[src/rtl/irq_ack_pkg.sv]
package irq_ack_pkg;

  typedef enum logic [1:0] {
    SEQ_IDLE  = 2'd0,
    SEQ_QUIET = 2'd1,
    SEQ_FETCH = 2'd2
  } seq_state_t;

  // A sequence may begin only with a held request, a willing core and a free bus.
  function automatic logic may_start(input logic held, input logic ready, input logic busy);
    return held & ready & ~busy;
  endfunction

  // Order of the acknowledge phases.
  function automatic seq_state_t advance(input seq_state_t cur, input logic go);
    case (cur)
      SEQ_IDLE:  return go ? SEQ_QUIET : SEQ_IDLE;
      SEQ_QUIET: return SEQ_FETCH;
      default:   return SEQ_IDLE;
    endcase
  endfunction

endpackage

[src/rtl/irq_req_latch.sv]
module irq_req_latch (
  input  logic clk,
  input  logic rst,
  input  logic req,
  input  logic in_seq,
  input  logic seq_done,
  output logic pending
);

  logic follow_q;

  always_ff @(posedge clk) begin
    if (rst) begin
      pending  <= 1'b0;
      follow_q <= 1'b0;
    end else if (seq_done) begin
      // The served request retires; a follow-up or a fresh pulse stays pending.
      pending  <= follow_q | req;
      follow_q <= 1'b0;
    end else if (in_seq) begin
      follow_q <= follow_q | req;
    end else begin
      pending  <= pending | req;
    end
  end

endmodule

[src/rtl/irq_ack_seq.sv]
module irq_ack_seq
  import irq_ack_pkg::*;
(
  input  logic clk,
  input  logic rst,
  input  logic pending,
  input  logic core_ready,
  input  logic bus_busy,
  output logic seq_start,
  output logic seq_done,
  output logic in_seq,
  output logic ack
);

  seq_state_t state_q;

  assign seq_start = (state_q == SEQ_IDLE) && may_start(pending, core_ready, bus_busy);
  assign seq_done  = (state_q == SEQ_FETCH);
  assign in_seq    = (state_q != SEQ_IDLE);
  assign ack       = in_seq;

  always_ff @(posedge clk) begin
    if (rst) state_q <= SEQ_IDLE;
    else     state_q <= advance(state_q, seq_start);
  end

endmodule

[src/rtl/irq_vec_capture.sv]
module irq_vec_capture #(
  parameter int DATA_W = 8
) (
  input  logic              clk,
  input  logic              rst,
  input  logic              take,
  input  logic [DATA_W-1:0] bus_data,
  output logic [DATA_W-1:0] vec_data,
  output logic              vec_valid
);

  always_ff @(posedge clk) begin
    if (rst) begin
      vec_data  <= '0;
      vec_valid <= 1'b0;
    end else begin
      vec_valid <= take;
      if (take) vec_data <= bus_data;
    end
  end

endmodule

[src/rtl/irq_ack_unit.sv]
module irq_ack_unit #(
  parameter int DATA_W = 8
) (
  input  logic              clk,
  input  logic              rst,
  input  logic              irq_in,
  input  logic              core_ready,
  input  logic              bus_busy,
  input  logic [DATA_W-1:0] bus_data,
  output logic              ack_out,
  output logic [DATA_W-1:0] vec_data,
  output logic              vec_valid
);

  logic pending;
  logic seq_start;
  logic seq_done;
  logic in_seq;

  irq_req_latch u_latch (
    .clk      (clk),
    .rst      (rst),
    .req      (irq_in),
    .in_seq   (in_seq),
    .seq_done (seq_done),
    .pending  (pending)
  );

  irq_ack_seq u_seq (
    .clk        (clk),
    .rst        (rst),
    .pending    (pending),
    .core_ready (core_ready),
    .bus_busy   (bus_busy),
    .seq_start  (seq_start),
    .seq_done   (seq_done),
    .in_seq     (in_seq),
    .ack        (ack_out)
  );

  irq_vec_capture #(.DATA_W(DATA_W)) u_cap (
    .clk       (clk),
    .rst       (rst),
    .take      (seq_done),
    .bus_data  (bus_data),
    .vec_data  (vec_data),
    .vec_valid (vec_valid)
  );

endmodule

[config.mk]
export PLATFORM = sky130hd
export DESIGN_NAME = irq_ack_unit
export DESIGN_NICKNAME = d
export VERILOG_FILES = /design/src/rtl/irq_ack_pkg.sv /design/src/rtl/irq_req_latch.sv /design/src/rtl/irq_ack_seq.sv /design/src/rtl/irq_vec_capture.sv /design/src/rtl/irq_ack_unit.sv
export SDC_FILE = /design/constraint.sdc
export NUM_CORES = 1
export LEC_CHECK = 0
export ABC_AREA = 1
export BUFFER_PORTS_ARGS = -buffer_cell sky130_fd_sc_hd__buf_4
export CORE_AREA = 2 2 39 41
export DETAILED_ROUTE_END_ITERATION = 6
export DIE_AREA = 0 0 41 43
export PLACE_DENSITY = 0.72
export SETUP_SLACK_MARGIN = 0.5
export SLEW_MARGIN = 20
export SYNTH_ARGS = -nofsm -noshare
export SYNTH_HDL_FRONTEND = slang
export SYNTH_SLANG_ARGS = --single-unit
[constraint.sdc]
create_clock -name clk -period 1.3 [get_ports clk]
set_input_delay 0.065 -clock clk [delete_from_list [all_inputs] [get_ports clk]]
set_output_delay 0.065 -clock clk [all_outputs]
set_load 0.01 [all_outputs]
# Yosys cells after proc, flatten, opt, wreduce, memory -nomap -nowiden

Cells that the tools add are included.

Memories kept: 0
Memory bits (read-only): 0
Input bits: 13
Register bits: 13
Latch bits: 0
Logic and storage cells: 21
Memory bits (writable): 0

Divide/modulo/power cells: 0
Equal/unequal tests: 3
Bitwise operators: 5
Reductions and logical operators: 4
Order comparisons: 0
Multiplexer cells: 4
$mul: 0
Shift operators: 0
Add/subtract/negate cells: 0

Operator list:

| kind                 | count |
|---|---|
| $pmux W2 S2          | 1 |
| $mux W1              | 3 |
| $and A1 B1 Y1        | 2 |
| $eq A2 B1 Y1 const B | 1 |
| $eq A2 B2 Y1 const B | 1 |
| $logic_not A2 Y1     | 1 |
| $ne A2 B1 Y1 const B | 1 |
| $or A1 B1 Y1         | 2 |
| $reduce_bool A2 Y1   | 1 |
| $reduce_or A2 Y1     | 1 |
| $logic_and A1 B1 Y1  | 1 |
| $not A1 Y1           | 1 |

# Longest topological paths before layout

Gate-level depths: netlist of run 1.

Depth after elaboration: 5
Gate-level depth with buffers: 5
Depth with buffers taken out: 5

# Hierarchy

A second synthesis of run 1 with hierarchy kept.

Cell total of the unflattened synthesis: 84
Area, all modules: 556.8 um^2

Modules (own cells, without submodules):

| module          | cells an instance | area an instance (um^2) | instances | seq. area each (um^2) |
|---|---|---|---|---|
| irq_vec_capture | 54                | 369.1                   | 1         | 180.2 |
| irq_ack_seq     | 14                | 93.8                    | 1         | 40.0 |
| irq_req_latch   | 16                | 93.8                    | 1         | 40.0 |

# Worst setup path after synthesis of run 1

OpenSTA, ideal clock, no wires.

Path type: reg2reg
Start point: register u_seq.state_q[1]
End point: register u_latch.pending
Data arrival time: 0.716 ns
Cell stages (with the launch flop): 5
Setup time: 0.116 ns
Period minus slack after synthesis: 0.833 ns
Path slack: 0.467 ns
Path through: dfxtp_1 > nand2_2 > buf_4 > nand3_1 > o21ai_1

Word-level cells in the longest chain between the ends: 2
Elaborated cells between the ends (all ways): 4

Ends and longest elaborated chain:

| element                                            | line                                 | source |
|---|---|---|
| start: declaration                                 | irq_ack_seq.sv:15                    | `seq_state_t state_q;` |
| start signal: assignment                           | irq_ack_seq.sv:24                    | `else state_q <= advance(state_q, seq_start);` |
| $eq A2 B2 Y1 or $reduce_bool A2 Y1 (tied branches) | irq_ack_seq.sv:18, irq_ack_seq.sv:19 |  |
| $ne A2 B1 Y1 (no line) or $mux W1 (tied branches)  | -                                    |  |
| end signal: assignment                             | irq_req_latch.sv:18                  | `pending <= follow_q \| req;` |
| end signal: assignment                             | irq_req_latch.sv:23                  | `pending <= pending \| req;` |
| end: declaration                                   | irq_req_latch.sv:7                   | `output logic pending` |

Several ways; a longest one is shown, not always the timed one.
A chain may end at the register's enable or synchronous reset.

# Final worst setup path of run 1

Start point: register u_seq.state_q[0]
End point: output port ack_out

Word-level cells in the longest chain between the ends: 1

Ends and longest elaborated chain:

| element            | line               | source |
|---|---|---|
| $reduce_bool A2 Y1 | irq_ack_seq.sv:19  | `assign in_seq = (state_q != SEQ_IDLE);` |
| end: declaration   | irq_ack_unit.sv:10 | `output logic ack_out,` |

Every way passes these cells.

==> reports/metrics.yaml, run 1 <==
die:
  design.die.area_um2: 1763
  rows: 14
  floorplan.initialDensity_pct: 33.18
  coreArea_um2: 1384
  die_height_um: 43
  pin_count: 23
  die_w_um: 41
critical_path:
  critPathArrivalTime_ns: 0.84
  worst_ep_required_time_ns: 1.24
  critPathMaxFanout: 3
  slowest_stage: "dfxtp_2"
  path_buf_inv: 2
  endpoint_kind: "output port"
  cp_slowest_stage_delay_ns: 0.34
  cpLargestDelayFamily: "flip-flops"
  crit_type: "flip-flop to output port"
  critPathLaunchType: "flip-flop"
  path_cells: "inv_4, nand2_4, buf_6"
sta:
  max-slew-margin-rel_pct: 89.14
  fin_crit_sh_pct: 69.61
  drv_slew: 0
  setup_tns_ns: 0
  max_freq_mhz: 1105
  setup_viol: 0
  fin_worst_hold_slack_ns: 0.03167
  worst_pin_slew_ns: 0.1617
  finClkSkew_ns: 0.003900
  rsz0062_at_grt: "yes"
  period_needed_ns: 0.9049
  hold_violations: 0
run_status:
  status: "completed"
finish:
  final_common_cell: "nand2_1"
  nNetsFinal: 105
  fin_area_um2: 839.6
  area_growth_pct: 82.83
  drive_gt1_share_pct: 50.55
  antennaDiodeCount: 0
  fin_util_pct: 60.67
  final_cell_mix: "18 x nand2_1, 15 x buf_4, 9 x nand3_1, 9 x buf_6, 9 x dfxtp_2"
clock_tree:
  root_buffer: "clkbuf_4"
  clk_path_buf_depth: 2
  cts_tree: "built"
  numCtsBuffers: 3
  cts_htree_levels: 1
  clk_latency_ns: 0.27
  clock-sinks: 13
  path_clk_slew_ns: 0.07
detailed_routing:
  vias: 487
  via_per_inst: 4.551
  drtIter0Drc: 6
  wl_per_cell_um: 10.04
  drc: 0
  drt_wl_total_um: 1074
  drt_first_pass_iters: 4
  drt.antenna.violating_nets: 0
synthesis:
  synth-warning-count: 0
  syn_avg_cell_area_um2: 8.200
  ys_seq_elements: 13
  syn_nets: 69
  synth.cell_area_um2: 459.2
  synth_seq_area_share_pct: 56.68
  synthCells: 56
  synth_cell_types: 14
global_routing:
  gr-usage-all-layers_pct: 13.81
  antenna_found_initial: 0
  grt_pass1_wl_um: 1642
  overflow: 0
  grt_max_degree: 13
  first_global_vias: 420
placement:
  numPortBuffers: 22
  gp_congestion: 0.6636
  dp_hpwl_um: 708.9
  postPlaceCellArea_um2: 633.1
power_and_ir_drop:
  vdd_ir_drop_max_mv: 0.5374
  p_leak_uw: 0.0003966
  p_per_area_nw_per_um2: 881.8
min_path:
  hp-class: "input pin to flip-flop"
job:
  drv_cap: 0
-- cells in the mapped netlist, drive strengths merged --
cell type,n,area [µm²]
a21oi,2,10.01
o21ai,2,10.00
nand3b,1,7.510
buf,2,12.51
nand3,9,45.04
nor3,2,10.01
inv,4,15.02
nor2,1,11.26
dfxtp,13,260.3
nand2,20,77.58
-- power by group --
part / internal, µW / total (µW) / leakage [µW] / switching [µW]
clock network: 119 / 240 / 0.0000150 / 121
logic: 56.4 / 89.1 / 0.000271 / 32.7
registers: 405 / 412 / 0.000111 / 6.43
total: 580 / 740 / 0.000397 / 160
-- worst register-to-register path, cell delays in order, from the launching register on --
cell and delay, ns:
dfxtp_2 0.34, inv_4 0.08, nand2_4 0.11, nor2_4 0.17, nand2_1 0.06, nand2_1 0.05
-- layout make-up --
cell class / instances / area (µm²)
repair buffers: 32 / 294.0
inverters: 4 / 20.02
clock buffers: 4 / 26.28
multi-input cells: 38 / 203.9
fillers: 127 / 544.3
flip-flops and latches: 13 / 275.3
well taps: 16 / 20.02
-- through the flow --
step / setup WS (ns) / cells / total power, µW
after detailed placement: 0.3568 / 92 / 480.5
after CTS: 0.3814 / 107 / 739.0
final: 0.3951 / 107 / 740.3
after global placement: 0.3949 / 92 / 479.9
after floorplan: 0.5176 / 56 / 441.7
after global routing: 0.3586 / 107 / 772.4
-- layer usage --
metal	vias to the layer above	track usage, %	part of all wire (%)
li1	252	-	-
met1	222	17.59	43
met2	13	20.31	51
met3	0	3.141	6.3
met4	0	8.000	0
met5	-	0	0
-- sequential cells by signal (all words and copies together) (netlist names) --
signal,cells
u_latch.pending,1
u_latch.follow_q,1
u_cap.vec_data,8
u_cap.vec_valid,1
u_seq.state_q,2
-- worst paths after layout --
| kind | startpoint | to | slack [ns] | cells after the start |
|---|---|---|---|---|
| worst max-delay path | u_seq.state_q[0] | ack_out | 0.40 | 3 |
| worst min-delay path | rst | u_seq.state_q[1] | 0.03 | 2 |
| worst max register to register | u_seq.state_q[0] | u_cap.vec_data[0] | 0.45 | 5 |
| worst min register to register | u_latch.follow_q | u_latch.follow_q | 0.47 | 2 |
-- logic make-up after synthesis --
logic type,Yosys count,synth area share [%]
and+or+nand+nor,33,32.97
AOI/OAI and AO/OA,4,4.358
DFF,13,56.68
buffers and inverters,6,5.995
-- repair_timing --
item / CTS / global route
pin swaps: 2 / 3
hold buffers: 8 / 0
gates cloned: 1 / 0
setup endpoints to repair: 15 / 20
setup buffers: 2 / 0
resized for setup: 9 / 20
hold endpoints to repair: 8 / 0
No activity file was read; power rests on OpenSTA's default activity.
==> inputs of run 2 (changes only) <==
--- a/config.mk
+++ b/config.mk
@@ -5,12 +5,12 @@
 export SDC_FILE = /design/constraint.sdc
 export NUM_CORES = 1
 export LEC_CHECK = 0
-export ABC_AREA = 1
+export ABC_AREA = 0
 export BUFFER_PORTS_ARGS = -buffer_cell sky130_fd_sc_hd__buf_4
 export CORE_AREA = 2 2 39 41
 export DETAILED_ROUTE_END_ITERATION = 6
 export DIE_AREA = 0 0 41 43
-export PLACE_DENSITY = 0.72
+export PLACE_DENSITY = 0.73
 export SETUP_SLACK_MARGIN = 0.5
 export SLEW_MARGIN = 20
 export SYNTH_ARGS = -nofsm -noshare
==> constraint.sdc (replaced) <==
create_clock -name clk -period 0.85 [get_ports clk]
set_input_delay 0.0425 -clock clk [delete_from_list [all_inputs] [get_ports clk]]
set_output_delay 0.0425 -clock clk [all_outputs]
set_load 0.01 [all_outputs]
==> run 2 against run 1 <==
Effect of this change:
- the run now ends with setup timing left
- combinational power increased by 28%
- sequential share of layout area is 0.80 points higher
- sequential cell count is the same
- die area did not move
- critical path depth fell by 1
- via count fell by 8.4%
- register-to-register slack worse by 0.56 ns
==> reports/metrics.yaml, run 2 <==
sta:
  fin_crit_sh_pct: 118.7
  setup_tns_ns: -0.8354  # -0.8354 ns
  setup_viol: 12  # +12
  drv_slew: 0  # unchanged
  rsz0062_at_grt: "yes"
  worst_pin_slew_ns: 0.1766  # +0.01486 ns
  setup_slack_ns: -0.1592  # -0.5543 ns
  max_freq_mhz: 990.9
  period_needed_ns: 1.009
  finClkSkew_ns: 0.003343  # -0.0005568 ns
  max-slew-margin-rel_pct: 88.13  # -1.0 points
  hold_violations: 0  # unchanged
critical_path:
  critPathArrivalTime_ns: 0.97  # +0.13 ns
  critPathLaunchType: "flip-flop"
  endpoint_kind: "output port"
  critPathMaxFanout: 5  # +2
  crit_type: "flip-flop to output port"
  worst_ep_required_time_ns: 0.81  # -0.43 ns
synthesis:
  synth-warning-count: 0  # unchanged
  syn_nets: 67  # -2.9%
  synth_area_leader_cell: "dfxtp_1"
  synth_area_leaders: "dfxtp_1 56%, nand2_1 13%, a21oi_1 8.6%, nor2_1 4.0%, buf_6 2.4%"
  synth_top_area_share_pct: 56.06  # -0.61 points
  synthCells: 54  # -3.6%
  synth_seq_area_share_pct: 56.06  # -0.61 points
  ys_seq_elements: 13  # unchanged
  syn_avg_cell_area_um2: 8.596  # +4.8%
  async_flop_share_pct: 0  # unchanged
  synth.cell_area_um2: 464.2  # +1.1%
  ys.flop_type: "dfxtp_1"
  yosys-top-cells-count: "16 x nand2_1, 13 x dfxtp_1, 8 x a21oi_1, 5 x nor2_1"
  synth_edf_count: 0  # unchanged
  synth_cell_types: 16  # +2
  yosysMostFrequentCell: "nand2_1"
placement:
  gp_congestion: 0.7215  # +8.7%
  numPortBuffers: 22  # unchanged
  dp.cells: 92  # unchanged
  dp_hpwl_um: 697.3  # -1.6%
clock_tree:
  clk_path_buf_depth: 2  # unchanged
  clock-sinks: 13  # unchanged
  root_buffer: "clkbuf_4"
  cts_tree: "built"
  cts_htree_levels: 1  # unchanged
  numCtsBuffers: 3  # unchanged
  cts_hold_buf: 0  # -8
  path_clk_slew_ns: 0.08  # about the same
  clk_latency_ns: 0.27  # about the same
power_and_ir_drop:
  p_per_area_nw_per_um2: 1332  # +51%
  vdd_ir_drop_max_mv: 0.7688  # +43%
  power_uw: 1107  # +50%
  p_leak_uw: 0.0003316  # -16%
die:
  rows: 14  # unchanged
  floorplan.initialDensity_pct: 33.54  # +0.36 points
  design.die.area_um2: 1763  # unchanged
  coreArea_um2: 1384  # unchanged
  die_height_um: 43  # unchanged
  die_w_um: 41  # unchanged
  pin_count: 23  # unchanged
finish:
  drive_gt1_share_pct: 68.67  # +18 points
  area_growth_pct: 78.98
  reg_top3: "u_cap.vec_data: 8 flops, u_seq.state_q: 2 flops"
  largest_reg_flops: 8  # unchanged
  final_cell_mix: "15 x buf_4, 13 x nand2_1, 11 x buf_6"
  layoutNonFillerInstCount: 99  # -7.5%
  fin_util_pct: 60.04  # -0.63 points
  final_common_cell: "buf_4"
  nNetsFinal: 97  # -7.6%
  top_register: "u_cap.vec_data"
  antennaDiodeCount: 0  # unchanged
min_path:
  hp-class: "input pin to flip-flop"
run_status:
  violations: "setup timing"
  status: "finished, violations left"
job:
  drv_cap: 0  # unchanged
detailed_routing:
  drt.antenna.violating_nets: 0  # unchanged
  drt_wl_total_um: 1111  # +3.4%
  wl_per_cell_um: 11.22  # +12%
  drtIter0Drc: 2  # -4
  drt_first_pass_iters: 4  # unchanged
  via_per_inst: 4.505  # -1.0%
  vias: 446  # -8.4%
  drc: 0  # unchanged
global_routing:
  overflow: 0  # unchanged
  grt_pass1_wl_um: 1711  # +4.2%
  grt_max_degree: 14  # +1
  first_global_vias: 414  # -1.4%
  antenna_found_initial: 0  # unchanged
  gr-usage-all-layers_pct: 14.16  # +0.35 points
-- run 2: changes by cell type after synthesis, moves of 2 or more --
cell,before,now
nand3_1,9,0
nor2_1,0,5
a21oi_1,2,8
inv_1,2,0
nor3_1,2,0
inv_2,2,0
nand2_1,19,16
-- run 2: routing by layer --
layer / wire length [µm] / global-route usage [%] / share of wire (%) / vias to the layer above
met3: 28 / 3.141 / 2.5 / 0
met2: 584 / 21.25 / 53 / 6
met1: 498 / 18.75 / 45 / 203
li1: - / - / - / 237
met4: 0 / 6.000 / 0 / 0
met5: 0 / 0 / 0 / -
-- run 2: repair_timing --
action                     CTS  global route
setup endpoints to repair   23            23
gates resized for setup     13             9
cloned                       2             0
pin swaps                    0            16
buffers inserted             1             0
-- run 2: area by class of cell --
cell class	instances	area, µm²
fill	121	553.0
timing repair buffer	26	236.5
tap	16	20.02
multi-input combinational	40	269.0
sequential	13	279.0
clock buffer	4	26.28
-- run 2: path summary, 6_finish.rpt --
kind	startpoint	end	slack, ns	cells past startpoint
hold reg to reg	u_latch.pending	u_latch.pending	0.46	1
setup reg to reg	u_seq.state_q[0]	u_cap.vec_data[0]	-0.11	4
setup / recovery	u_seq.state_q[1]	ack_out	-0.16	2
hold / removal	core_ready	u_seq.state_q[0]	0.01	2
-- run 2: worst max-delay path, stage by stage (launching register included) --
cell	delay, ns
dfxtp_4	0.36
or2_4	0.22
buf_6	0.12
-- run 2: power by group --
part / switching (µW) / internal (µW)
logic: 45.0 / 69.2
clock network: 191 / 181
registers: 6.15 / 614
total: 243 / 864
-- run 2: kinds of logic after synthesis --
group | Yosys count | share of synthesized area (%)
and+or+nand+nor | 27 | 25.34
DFF | 13 | 56.06
buffers and inverters | 3 | 4.851
AOI/OAI and AO/OA | 11 | 13.75
-- run 2: metrics by stage --
stage | instance area [µm²] | hold slack, ns | setup WS (ns)
after floorplan | 515.5 | 0.1026 | -0.02868
after global routing | 830.8 | 0.01165 | -0.1934
after detailed placement | 696.9 | 0.2870 | -0.03422
after CTS | 798.3 | 0.005882 | -0.1718
after global placement | 696.9 | 0.2863 | -0.02201
final | 830.8 | 0.01396 | -0.1592
==> inputs of run 3 (changes only) <==
==> constraint.sdc (replaced) <==
create_clock -name clk -period 0.85 [get_ports clk]
set_input_delay 0.0425 -clock clk [delete_from_list [all_inputs] [get_ports clk]]
set_output_delay 0.0425 -clock clk [all_outputs]
set_load 0.005 [all_outputs]
==> run 3 against run 2 <==
Effect of this change:
- the run ends with hold timing, setup timing left
- global-route usage rose by 1.8 points
- critical path depth did not move
- sequential power barely moved
- combinational power rose by 13%
- sequential cell count did not move
- final area rose by 6.0%
- die area did not move
- wire length rose by 13%
- highest routed layer is now met4
==> reports/metrics.yaml, run 3 (synthesized netlist as in run 2, its figures left out) <==
run_status:
  status: "finished, violations left"
  violations: "hold timing, setup timing"
die:
  rows: 14  # unchanged
  floorplan.initialDensity_pct: 33.54  # unchanged
  coreArea_um2: 1384  # unchanged
  die_height_um: 43  # unchanged
  design.die.area_um2: 1763  # unchanged
  pin_count: 23  # unchanged
  die_w_um: 41  # unchanged
power_and_ir_drop:
  power_uw: 1145  # +3.5%
  p_per_area_nw_per_um2: 1300  # -2.4%
  swShare_pct: 23.49  # +1.6 points
  combPwrFrac_pct: 11.3  # +1.0 points
  p_int_uw: 876.4  # +1.4%
  p_sw_uw: 269.1  # +11%
  p_leak_uw: 0.0003567  # +7.6%
  seq_power_share_pct: 54.1  # -1.9 points
  power_frac_clock_pct: 34.6  # +0.9 points
  vdd_ir_drop_max_mv: 0.7116  # -7.4%
detailed_routing:
  drt_wl_total_um: 1251  # +13%
  drt.antenna.violating_nets: 0  # unchanged
  wl_per_cell_um: 12.15  # +8.2%
  drtIter0Drc: 11  # +9
  vias: 482  # +8.1%
  drt_first_pass_iters: 4  # unchanged
  via_per_inst: 4.680  # +3.9%
  drc: 0  # unchanged
clock_tree:
  cts_htree_levels: 1  # unchanged
  clk_latency_ns: 0.28  # about the same
  clock-sinks: 13  # unchanged
  cts_tree: "built"
  path_clk_slew_ns: 0.08  # about the same
  clk_path_buf_depth: 2  # unchanged
  numCtsBuffers: 3  # unchanged
  root_buffer: "clkbuf_4"
sta:
  setup_slack_ns: -0.1681  # -0.008897 ns
  hold_violations: 4  # +4
  setup_viol: 13  # +1
  max_freq_mhz: 982.3  # -0.87%
  worst_pin_slew_ns: 0.1676  # -0.009007 ns
  fin_crit_sh_pct: 119.8  # +1.0 points
  period_needed_ns: 1.018  # +0.008897 ns
  max-slew-margin-rel_pct: 88.74  # +0.61 points
  finClkSkew_ns: 0.002057  # -0.001286 ns
  drv_slew: 0  # unchanged
  fin_worst_hold_slack_ns: -0.009967  # -0.02393 ns
  rsz0062_at_grt: "yes"
finish:
  fillers: 113  # -6.6%
  final_cell_mix: "16 x buf_4, 14 x buf_6, 13 x nand2_1"
  area_growth_pct: 89.76
  antennaDiodeCount: 0  # unchanged
  drive_gt1_share_pct: 68.97  # +0.29 points
  layoutNonFillerInstCount: 103  # +4.0%
  top_register: "u_cap.vec_data"
  largest_reg_flops: 8  # unchanged
  reg_top3: "u_cap.vec_data: 8 flops, u_seq.state_q: 2 flops"
  nNetsFinal: 101  # +4.1%
  fin_util_pct: 63.65  # +3.6 points
  final_common_cell: "buf_4"
critical_path:
  endpoint_kind: "output port"
  r2r-end: "u_cap.vec_data[0]"
  r2r_cells: 4  # unchanged
  critPathArrivalTime_ns: 0.98  # about the same
  critPathMaxFanout: 2  # -3
  rr_startpoint: "u_seq.state_q[1]"
  crit_type: "flip-flop to output port"
  ff2ff_setup_slack_ns: -0.13  # -0.02 ns
  path_cells: "or2_4, buf_6"
  slowest_stage: "dfxtp_4"
  worst_ep_required_time_ns: 0.81  # about the same
  cp_slowest_stage_delay_ns: 0.35  # about the same
  critPathLaunchType: "flip-flop"
placement:
  dp_hpwl_um: 741  # +6.3%
  dpl_worst_slack_ns: -0.02919  # +0.005031 ns
  gp_congestion: 0.7798  # +8.1%
  dp.cells: 93  # +1.1%
  numPortBuffers: 22  # unchanged
global_routing:
  first_global_vias: 460  # +11%
  gr-usage-all-layers_pct: 15.96  # +1.8 points
  overflow: 0  # unchanged
  grt_pass1_wl_um: 1835  # +7.2%
  grt_max_degree: 13  # -1
  antenna_found_initial: 0  # unchanged
min_path:
  worstHoldPathCells: 2  # unchanged
  min_from: "core_ready"
  min_to: "u_seq.state_q[0]"
  hp-class: "input pin to flip-flop"
job:
  drv_cap: 0  # unchanged
[run 3: worst max path at each step]
stage	start	end	cells past startpoint
6_report	u_seq.state_q[1]	ack_out	2
5_1_grt	u_seq.state_q[1]	ack_out	2
4_1_cts	u_seq.state_q[1]	ack_out	2
3_5_place_dp	u_seq.state_q[1]	u_latch.pending	3
3_3_place_gp	u_seq.state_q[1]	u_cap.vec_data[1]	4
2_1_floorplan	u_seq.state_q[0]	u_latch.follow_q	4
[run 3: metal layers]
layer | track usage [%] | up-vias | share of wire (%)
met4 | 14.00 | 0 | 2.2
met5 | 0 | - | 0
li1 | - | 243 | -
met3 | 1.571 | 4 | 3.1
met1 | 18.69 | 223 | 40
met2 | 24.06 | 12 | 55
[run 3: what timing repair did]
item / 4_1_cts / 5_1_grt
pin swaps: 8 / 4
gates resized for setup: 18 / 9
gates cloned: 2 / 0
hold endpoints to repair: 9 / 2
buffers inserted: 3 / 1
endpoints found under the setup margin: 23 / 23
[run 3: power by group through the flow]
stage / combinational, µW / sequential [µW] / clock [µW]
after floorplan: 33.4 / 635 / 0
after global placement: 96.9 / 635 / 0
final: 129 / 620 / 396
after CTS: 115 / 620 / 412
after detailed placement: 97.3 / 635 / 0
after global routing: 140 / 621 / 421
[run 3: stage by stage]
step           setup TNS, ns  cell area [µm²]
6_report              -1.350            880.8
5_1_grt               -1.934            880.8
4_1_cts               -1.254            835.8
3_5_place_dp         -0.1507            703.2
3_3_place_gp        -0.01032            703.2
2_1_floorplan       -0.04382            514.2
[run 3: area by class of cell]
cell class	count	area, µm²	share of cell area, %
Clock buffer	4	26.28	2.983
Multi-Input combinational cell	40	277.8	31.53
Sequential cell	13	279.0	31.68
Tap cell	16	20.02	2.273
Timing Repair Buffer	30	277.8	31.53
[run 3: worst max-delay path, delay by kind of cell (launching register included)]
| family | cells | cell delay (ns) |
|---|---|---|
| DFF | 1 | 0.35 |
| and+or+nand+nor | 1 | 0.24 |
| buffers and inverters | 1 | 0.11 |
